## src/rtl/blkxlat_pkg.sv

```systemverilog
package blkxlat_pkg;

  localparam int WORD_W = 32;
  localparam int MASK_W = 11;

  // block-size mask aligned to effective-address bits 27:17
  function automatic logic [MASK_W-1:0] bx_len_mask(input logic [WORD_W-1:0] upr);
    return upr[12:2];
  endfunction

  function automatic logic bx_tag_hit(input logic [WORD_W-1:0] upr,
                                      input logic [WORD_W-1:0] ea);
    logic [MASK_W-1:0] m;
    m = bx_len_mask(upr);
    return (ea[31:28] == upr[31:28]) && ((ea[27:17] & ~m) == upr[27:17]);
  endfunction

  function automatic logic bx_valid(input logic [WORD_W-1:0] upr, input logic user);
    return user ? upr[0] : upr[1];
  endfunction

  function automatic logic [WORD_W-1:0] bx_phys(input logic [WORD_W-1:0] upr,
                                                input logic [WORD_W-1:0] lwr,
                                                input logic [WORD_W-1:0] ea);
    logic [MASK_W-1:0] m;
    m = bx_len_mask(upr);
    return {lwr[31:28], (ea[27:17] & m) | lwr[27:17], ea[16:12], 12'h000};
  endfunction

  function automatic logic bx_rd_ok(input logic [WORD_W-1:0] lwr);
    return lwr[1] | lwr[0];
  endfunction

  function automatic logic bx_wr_ok(input logic [WORD_W-1:0] lwr);
    return lwr[1];
  endfunction

  function automatic logic [WORD_W-1:0] bx_norm_upper(input logic [WORD_W-1:0] v);
    logic [MASK_W-1:0] m;
    m = bx_len_mask(v);
    return {v[31:28], v[27:17] & ~m, 4'b0000, v[12:0]};
  endfunction

  function automatic logic [WORD_W-1:0] bx_norm_lower(input logic [WORD_W-1:0] lwr,
                                                      input logic [WORD_W-1:0] v);
    logic [MASK_W-1:0] m;
    m = bx_len_mask(v);
    return {lwr[31:28], lwr[27:17] & ~m, 10'b0, lwr[6:3], 1'b0, lwr[1:0]};
  endfunction

endpackage

```

## src/rtl/blkxlat_bank.sv

```systemverilog
module blkxlat_bank
  import blkxlat_pkg::*;
#(
  parameter int NUM_ENT = 4,
  localparam int IDX_W = (NUM_ENT > 1) ? $clog2(NUM_ENT) : 1
) (
  input  logic                            clk,
  input  logic                            rst_n,
  input  logic                            wr_en,
  input  logic [IDX_W-1:0]                wr_idx,
  input  logic                            wr_upper,
  input  logic [WORD_W-1:0]               wr_data,
  input  logic [IDX_W-1:0]                rd_idx,
  input  logic                            rd_upper,
  output logic [WORD_W-1:0]               rd_data,
  output logic [NUM_ENT-1:0][WORD_W-1:0]  ent_upr,
  output logic [NUM_ENT-1:0][WORD_W-1:0]  ent_lwr
);

  logic [NUM_ENT-1:0][WORD_W-1:0] upr_q;
  logic [NUM_ENT-1:0][WORD_W-1:0] lwr_q;
  logic [NUM_ENT-1:0]             upr_chg;
  logic [NUM_ENT-1:0]             lwr_wr;

  for (genvar i = 0; i < NUM_ENT; i++) begin : g_ent
    assign upr_chg[i] = wr_en && wr_upper && (wr_idx == IDX_W'(i)) && (wr_data != upr_q[i]);
    assign lwr_wr[i]  = wr_en && !wr_upper && (wr_idx == IDX_W'(i));

    always_ff @(posedge clk or negedge rst_n) begin
      if (!rst_n) begin
        upr_q[i] <= '0;
        lwr_q[i] <= '0;
      end else if (upr_chg[i]) begin
        upr_q[i] <= bx_norm_upper(wr_data);
        lwr_q[i] <= bx_norm_lower(lwr_q[i], wr_data);
      end else if (lwr_wr[i]) begin
        lwr_q[i] <= wr_data;
      end
    end

    AST_UPPER_TAG_TRIMMED: assert property (@(posedge clk) disable iff (!rst_n)
      (upr_q[i][27:17] & upr_q[i][12:2]) == '0);
    AST_LOWER_BASE_TRIMMED: assert property (@(posedge clk) disable iff (!rst_n)
      upr_chg[i] |=> (lwr_q[i][27:17] & upr_q[i][12:2]) == '0);
  end

  assign ent_upr = upr_q;
  assign ent_lwr = lwr_q;
  assign rd_data = rd_upper ? upr_q[rd_idx] : lwr_q[rd_idx];

endmodule

```

## src/rtl/blkxlat_match.sv

```systemverilog
module blkxlat_match
  import blkxlat_pkg::*;
#(
  parameter int NUM_ENT = 4
) (
  input  logic [NUM_ENT-1:0][WORD_W-1:0] ent_upr,
  input  logic [NUM_ENT-1:0][WORD_W-1:0] ent_lwr,
  input  logic [WORD_W-1:0]              ea,
  input  logic                           user,
  output logic [NUM_ENT-1:0]             hit_vec,
  output logic [NUM_ENT-1:0]             win_vec,
  output logic                           any_hit,
  output logic [WORD_W-1:0]              sel_pa,
  output logic [1:0]                     sel_pp
);

  logic [NUM_ENT-1:0][WORD_W-1:0] pa_each;

  for (genvar i = 0; i < NUM_ENT; i++) begin : g_cmp
    assign hit_vec[i] = bx_tag_hit(ent_upr[i], ea) && bx_valid(ent_upr[i], user);
    assign pa_each[i] = bx_phys(ent_upr[i], ent_lwr[i], ea);
  end

  // lowest index takes precedence
  always_comb begin
    logic found;
    found   = 1'b0;
    win_vec = '0;
    for (int i = 0; i < NUM_ENT; i++) begin
      if (hit_vec[i] && !found) begin
        win_vec[i] = 1'b1;
        found      = 1'b1;
      end
    end
  end

  always_comb begin
    sel_pa = '0;
    sel_pp = '0;
    for (int i = 0; i < NUM_ENT; i++) begin
      if (win_vec[i]) begin
        sel_pa = sel_pa | pa_each[i];
        sel_pp = sel_pp | ent_lwr[i][1:0];
      end
    end
  end

  assign any_hit = |hit_vec;

endmodule

```

## src/rtl/blkxlat_unit.sv

```systemverilog
module blkxlat_unit
  import blkxlat_pkg::*;
#(
  parameter int NUM_ENT = 4,
  localparam int IDX_W = (NUM_ENT > 1) ? $clog2(NUM_ENT) : 1
) (
  input  logic              clk,
  input  logic              rst_n,
  input  logic              cfg_we,
  input  logic              cfg_dbank,
  input  logic [IDX_W-1:0]  cfg_idx,
  input  logic              cfg_upper,
  input  logic [31:0]       cfg_wdata,
  output logic [31:0]       cfg_rdata,
  input  logic              xlat_ins_en,
  input  logic              xlat_dat_en,
  input  logic [31:0]       lk_ea,
  input  logic              lk_fetch,
  input  logic              lk_write,
  input  logic              lk_user,
  output logic              res_hit,
  output logic              res_miss,
  output logic [31:0]       res_pa,
  output logic              res_rd_ok,
  output logic              res_wr_ok,
  output logic              res_fault
);

  localparam int NUM_BANK = 2;

  logic [NUM_BANK-1:0][NUM_ENT-1:0][WORD_W-1:0] bank_upr;
  logic [NUM_BANK-1:0][NUM_ENT-1:0][WORD_W-1:0] bank_lwr;
  logic [NUM_BANK-1:0][WORD_W-1:0]              bank_rd;

  for (genvar b = 0; b < NUM_BANK; b++) begin : g_bank
    blkxlat_bank #(.NUM_ENT(NUM_ENT)) u_bank (
      .clk      (clk),
      .rst_n    (rst_n),
      .wr_en    (cfg_we && (cfg_dbank == 1'(b))),
      .wr_idx   (cfg_idx),
      .wr_upper (cfg_upper),
      .wr_data  (cfg_wdata),
      .rd_idx   (cfg_idx),
      .rd_upper (cfg_upper),
      .rd_data  (bank_rd[b]),
      .ent_upr  (bank_upr[b]),
      .ent_lwr  (bank_lwr[b])
    );
  end

  assign cfg_rdata = bank_rd[cfg_dbank];

  // one comparator array shared by both banks
  logic                           bank_sel;
  logic                           xlat_on;
  logic [NUM_ENT-1:0][WORD_W-1:0] sel_upr;
  logic [NUM_ENT-1:0][WORD_W-1:0] sel_lwr;
  logic [NUM_ENT-1:0]             hit_vec;
  logic [NUM_ENT-1:0]             win_vec;
  logic                           any_hit;
  logic [WORD_W-1:0]              m_pa;
  logic [1:0]                     m_pp;
  logic                           need_right;

  assign bank_sel = !lk_fetch;
  assign xlat_on  = lk_fetch ? xlat_ins_en : xlat_dat_en;
  assign sel_upr  = bank_upr[bank_sel];
  assign sel_lwr  = bank_lwr[bank_sel];

  blkxlat_match #(.NUM_ENT(NUM_ENT)) u_match (
    .ent_upr (sel_upr),
    .ent_lwr (sel_lwr),
    .ea      (lk_ea),
    .user    (lk_user),
    .hit_vec (hit_vec),
    .win_vec (win_vec),
    .any_hit (any_hit),
    .sel_pa  (m_pa),
    .sel_pp  (m_pp)
  );

  always_comb begin
    if (!xlat_on) begin
      res_hit   = 1'b0;
      res_miss  = 1'b0;
      res_pa    = {lk_ea[31:12], 12'h000};
      res_rd_ok = 1'b1;
      res_wr_ok = 1'b1;
    end else if (any_hit) begin
      res_hit   = 1'b1;
      res_miss  = 1'b0;
      res_pa    = m_pa;
      res_rd_ok = bx_rd_ok({30'b0, m_pp});
      res_wr_ok = bx_wr_ok({30'b0, m_pp});
    end else begin
      res_hit   = 1'b0;
      res_miss  = 1'b1;
      res_pa    = '0;
      res_rd_ok = 1'b0;
      res_wr_ok = 1'b0;
    end
  end

  assign need_right = lk_write ? res_wr_ok : res_rd_ok;
  assign res_fault  = res_hit && !need_right;

  AST_HIT_MISS_EXCL: assert property (@(posedge clk) disable iff (!rst_n)
    !(res_hit && res_miss));
  AST_PAGE_ALIGNED: assert property (@(posedge clk) disable iff (!rst_n)
    res_pa[11:0] == 12'h000);
  AST_WRITE_HAS_READ: assert property (@(posedge clk) disable iff (!rst_n)
    res_wr_ok |-> res_rd_ok);
  AST_FAULT_NEEDS_HIT: assert property (@(posedge clk) disable iff (!rst_n)
    res_fault |-> res_hit);
  AST_BYPASS_FULL: assert property (@(posedge clk) disable iff (!rst_n)
    !xlat_on |-> (res_rd_ok && res_wr_ok && !res_miss && res_pa[31:12] == lk_ea[31:12]));
  AST_WIN_ONEHOT: assert property (@(posedge clk) disable iff (!rst_n)
    $onehot0(win_vec) && ((win_vec & ~hit_vec) == '0));

endmodule

```

## config.mk

```make
export PLATFORM = sky130hd
export DESIGN_NAME = blkxlat_unit
export DESIGN_NICKNAME = d
export VERILOG_FILES = /design/src/rtl/blkxlat_pkg.sv /design/src/rtl/blkxlat_bank.sv /design/src/rtl/blkxlat_match.sv /design/src/rtl/blkxlat_unit.sv
export SDC_FILE = /design/constraint.sdc
export NUM_CORES = 1
export LEC_CHECK = 0
export CORE_ASPECT_RATIO = 1.1
export CORE_MARGIN = 10
export CORE_UTILIZATION = 35
export DETAILED_ROUTE_END_ITERATION = 16
export SYNTH_ARGS = -nofsm -noshare
export SYNTH_HDL_FRONTEND = slang
export SYNTH_SLANG_ARGS = --single-unit
```

## constraint.sdc

```tcl
create_clock -name clk -period 7.15 [get_ports clk]
set_input_delay 0.715 -clock clk [delete_from_list [all_inputs] [get_ports clk]]
set_output_delay 0.715 -clock clk [all_outputs]
set_load 0.01 [all_outputs]
```

======== Word-level counts from Yosys, hierarchy flattened ========
Cells that the tools add are included.
storage, ports and cells
  output and inout bits ................... 69
  bits in registers ....................... 480
  input bits .............................. 76
  logic and storage cells ................. 216
operators by class
  multiplexer cells ....................... 62
  magnitude comparators ................... 3
  reduce and logical (&&, ||, !) cells .... 66
  equality and inequality tests ........... 19
  bitwise logic cells ..................... 42
operators with widths
  cell                number
  $mux 128            4
  $mux 28             16
  $mux 32             14
  $bmux 32 s2         4
  $ne 32x32->1        8
  $and 11x11->11      17
  $or 32x32->32       3
  $not 11->11         5
  $eq 11x11->1        4
  $or 11x11->11       4
  $logic_and 1x1->1   42
  $mux 1              20
  $eq 4x4->1          4
  $reduce_and 2->1    8
  $reduce_bool 2->1   8
  $not 1->1           9
  $mux 2              4
  $logic_not 1->1     6
  $or 2x2->2          3
  $eq 2x2->1 const B  2
  $lt 1x2->1 const B  2
  $reduce_or 4->1     1
  $lt 2x3->1 const B  1
  $eq 2x1->1 const B  1
  2 further kinds     2

======== Depth between registers and ports, before layout ========
Gate-level depths: netlist (run 1).
  word-level depth ........................ 25
  mapped depth ............................ 13
  mapped depth without buffers ............ 8

======== Hierarchy ========
Synthesis (run 1) repeated with hierarchy kept, for this count alone.
second synthesis, totals
  cell total of the unflattened synthesis .. 3151
  area total of the unflattened synthesis .. 32647.6 um^2
modules (own cells, without submodules)
  module                           sequential area each (um^2)  cells each  times used  area an instance (um^2)
  blkxlat_bank (g_bank[1].u_bank)  6005.8                       1227        1           13327.8
  blkxlat_bank (g_bank[0].u_bank)  6005.8                       1227        1           13267.7
  blkxlat_unit                     0.0                          411         1           4016.4
  blkxlat_match                    0.0                          286         1           2035.7

======== Worst setup path before layout (run 1) ========
No wires, ideal clock.
  path kind ............................... input-to-output
  start point ............................. input lk_fetch
  end point ............................... output res_pa[28]
  cell stages on the path ................. 11
  buffers on the path ..................... 3
  path slack .............................. 3.647 ns
  arrival ................................. 2.788 ns
  required time ........................... 6.435 ns
  cells stage by stage .................... buf_6 buf_6 mux2i_1 xor2_1 o2111ai_1 nor4_1 and2_1 buf_2 nor3b_4 a221oi_1 a211oi_1
on the way
  cells in the longest elaborated chain, start to end .. 20
  elaborated cells between the ends (all ways) .. 55
  classes of those cells .................. eq/ne: 8; mux: 21; bitwise: 11; reduce/logical: 15
RTL lines
  item                                         RTL line             text
  start: declaration                           blkxlat_unit.sv:18   input logic lk_fetch,
  $mux 128 (not written as such) (2 in a row)  blkxlat_unit.sv:67   assign sel_upr = bank_upr[bank_sel];
  $not 11->11                                  blkxlat_pkg.sv:15    return (ea[31:28] == upr[31:28]) && ((ea[27:17] & ~m) == upr[27:17]);
  $and 11x11->11                               blkxlat_pkg.sv:15
  $eq 11x11->1                                 blkxlat_pkg.sv:15
  $logic_and 1x1->1                            blkxlat_pkg.sv:15
  $logic_and 1x1->1                            blkxlat_match.sv:20  assign hit_vec[i] = bx_tag_hit(ent_upr[i], ea) && bx_valid(ent_upr[i], user);
  $mux 1                                       blkxlat_match.sv:30  if (hit_vec[i] && !found) begin
  $logic_not 1->1                              blkxlat_match.sv:30
  (+3 left out)                                -
  $logic_and 1x1->1                            blkxlat_match.sv:30
  $mux 1                                       blkxlat_match.sv:30
  $logic_not 1->1                              blkxlat_match.sv:30
  $logic_and 1x1->1                            blkxlat_match.sv:30
  $mux 1                                       blkxlat_match.sv:30
  $mux 32                                      blkxlat_match.sv:41  if (win_vec[i]) begin
  $mux 32                                      blkxlat_unit.sv:89   end else if (any_hit) begin
  $mux 32 (*)                                  blkxlat_unit.sv:83   if (!xlat_on) begin
  end: declaration                             blkxlat_unit.sv:23   output logic [31:0] res_pa,
Every way passes the cells marked *; elsewhere a longest branch is shown, timed or not. The select of a mux whose other input is x is not followed.

======== Worst setup path in the final report (run 1) ========
  start point ............................. input lk_ea[18]
  end point ............................... output res_pa[25]
on the way
  cells in the longest elaborated chain, start to end .. 17
  elaborated cells between the ends (all ways) .. 38
  classes of those cells .................. eq/ne: 4; mux: 12; bitwise: 7; reduce/logical: 15
RTL lines
  item                RTL line             text
  start: declaration  blkxlat_unit.sv:17   input logic [31:0] lk_ea,
  $and 11x11->11      blkxlat_pkg.sv:15
  $eq 11x11->1        blkxlat_pkg.sv:15
  $logic_and 1x1->1   blkxlat_pkg.sv:15
  $logic_and 1x1->1   blkxlat_match.sv:20
  $mux 1              blkxlat_match.sv:30
  $logic_not 1->1     blkxlat_match.sv:30
  $logic_and 1x1->1   blkxlat_match.sv:30
  $mux 1              blkxlat_match.sv:30
  $logic_not 1->1     blkxlat_match.sv:30
  $logic_and 1x1->1   blkxlat_match.sv:30
  $mux 1              blkxlat_match.sv:30
  $logic_not 1->1     blkxlat_match.sv:30
  $logic_and 1x1->1   blkxlat_match.sv:30
  $mux 1              blkxlat_match.sv:30
  $mux 32             blkxlat_match.sv:41
  $mux 32 (*)         blkxlat_unit.sv:89
  $mux 32 (*)         blkxlat_unit.sv:83
Every way passes the cells marked *; elsewhere a longest branch is shown, timed or not.

==> results.toml, run 1 <==
[flow_run]
maxCapViolations = 0

[synth]
ys_seq_area_share_pct = 40.7
synthTopCellsByArea = "dfrtp_1 41%, mux4_2 11%, mux2_2 9.3%"
synth_seq_cells = 480
ys_types = 63
synth_common_cells = "480 x dfrtp_1, 443 x nand2_1, 243 x mux2_2"
synth_area_leader_cell = "dfrtp_1"
yosysMostFrequentCell = "dfrtp_1"
synth_top_area_share_pct = 40.7
synth-warning-count = 0
synthArstFlopShare_pct = 100
synth-edff-count = 0
syn_area_sq_um = 29500
netlist_instances = 2765
syn_area_per_cell_sq_um = 10.7
ys.flop_type = "dfrtp_1"

[die]
die_area_sq_um = 96400
initial_core_util_pct = 35.4
die_x_um = 297
coreArea_sq_um = 83500
die_h_um = 325
pin_count = 145
row_count = 111

[cts]
cts_tree = "built"
holdBufCountCts = 0
cts_buffers = 52
cts_resized = 0
postCtsSetupBuffers = 0
clkLatencyLatePin_ps = 630
clock-sinks = 480
cts-root-buf = "clkbuf_16"
htree_levels = 2
clkTransAtPathRegs_ps = 60
cts.path.max_buffers = 3

[setup_path]
cp.arrival_ps = 5700
crit_fanout = 12
reg2regPathDepth = 8
cp-startpoint = "lk_ea[18]"
worstSetupPathType = "in2out"
reg2reg_slack_ps = 3270
cp.required_ps = 6430
start_kind = "primary input"
r2r-end = "g_bank[0].u_bank.ent_lwr[25]"
r2r-start = "g_bank[0].u_bank.ent_upr[10]"
cp-end-kind = "output port"

[hold_path]
hold_class = "in2async"

[global_route]
grt_pass1_wl_mm = 184
grt_max_degree = 159
antenna_found_initial = 5
track_usage_pct = 26.1
grt_overflow = 0
grt_pass1_vias = 23800

[outcome]
outcome = "complete, no violations"

[timing]
skew_ps = 38.7
max_slew_margin_pct = 19.3
max_freq_ghz = 0.156
maxSlewViolCount = 0
rsz0062_at_grt = "false"
finalCritPeriodShare_pct = 89.7
fin_ws_ps = 736
setup_viol = 0
worst_pin_slew_ps = 1210
finalHoldViolations = 0
final.setup.tns_ps = 0
min_period_ps = 6410

[pwr]
p_leak_nw = 14.0
p_per_area_nw_per_um2 = 281
ir_worst_vdd_mv = 0.179

[finish]
layout.nets = 2830
area_growth_syn_to_layout_pct = 13.5
final_cells = 3927
drive_above_1_share_pct = 21.3
nFillCells = 8054
postLayoutCoreUtil_pct = 40.2

[routing]
vias = 24100
post_drt_wl_per_cell_um = 33.0
drtIter0Drc = 2909
antenna_left = 0
drcViolationCount = 0
dr.pass1.iters = 6
wirelength_mm = 130
viasPerCell = 6.13

[placed_design]
place.gp.congestion = 1.07
portBuffers = 120
dpl_worst_slack_ps = 1150
dp_cells = 3830
dp_hpwl_mm = 88.6
==> metal layers <==
metal	share of wire (%)	wire, um	global-route usage, %	vias up
li1	-	-	-	9900
met1	40	51700	34.2	12400
met2	44	57100	39.5	1449
met3	9.7	12500	6.23	340
met4	6.4	8320	14.3	8
met5	0.037	48	0	-
==> layout make-up <==
class,instances,area [sq um],share of cell area [%]
clock inverter,19,246,0.735
clock buffer,76,1540,4.60
tap,1130,1410,4.22
sequential,480,12000,35.8
antenna,2,5.00,0.0149
inverter,14,52.6,0.157
timing repair buffer,203,1870,5.57
multi-input combinational,2003,16400,48.9
==> cells in the final DEF, fill, tap and decap left out, drive strengths merged, types with 66 or more instances in the layout <==
master	count
nand2	443
nor2b	77
o21ai	113
clkdlybuf4s50	114
a21boi	66
a22o	88
mux2	243
buf	89
clkbuf	76
xor2	168
a21oi	102
mux4	148
dfrtp	480
xnor2	131
==> sequential cells by signal, indices dropped and copies added, names as in the netlist <==
register               count
g_bank.u_bank.ent_upr    224
g_bank.u_bank.ent_lwr    256
==> where the power goes <==
group	switching (mW)	total, mW	internal [mW]
Combinational	1.35	2.54	1.19
Clock	1.21	2.88	1.68
Sequential	0.757	3.99	3.23
==> how the worst max path moves through the flow <==
stage,end,slack (ps)
detailed placement,res_pa[25],1150
floorplan,res_pa[28],3650
finish,res_pa[25],740
CTS,res_pa[25],1130
global placement,res_pa[25],1100
global route,res_pa[25],880
==> worst max-delay path, stage by stage <==
cell and delay [ps]:
clkdlybuf4s50_1 980, inv_1 480, o21ai_0 510, nand3b_1 140
nor4b_1 350, o21ai_0 140, nor2_1 720, buf_4 320
a311oi_1 110, a211oi_1 550, clkdlybuf4s50_1 670
==> through the flow <==
step	total power, mW	hold WS [ps]	area [sq um]
global placement	6.46	452	31700
floorplan	5.27	419	29600
global route	9.71	218	33500
detailed placement	6.49	462	31700
finish	9.41	146	33500
CTS	9.36	173	33500
==> kinds of logic after synthesis <==
kind of cell           share of synthesized area (%)
AND/OR/NAND/NOR                                 11.1
multiplexers                                    22.5
flip-flops                                      40.7
buffers and inverters                           4.47
AO/OA/AOI/OAI                                   12.4
XOR/XNOR                                        8.86
other                                         0.0127
(Power assumes the default switching activity.)
==> run 2, diff against run 1 <==
--- a/config.mk
+++ b/config.mk
@@ -9,6 +9,8 @@
 export CORE_MARGIN = 10
 export CORE_UTILIZATION = 35
 export DETAILED_ROUTE_END_ITERATION = 16
+export SLEW_MARGIN = 10
 export SYNTH_ARGS = -nofsm -noshare
 export SYNTH_HDL_FRONTEND = slang
 export SYNTH_SLANG_ARGS = --single-unit
+export TNS_END_PERCENT = 5
==> results of run 2 <==
Final layout, timing and power as in run 1 (identical DEF).
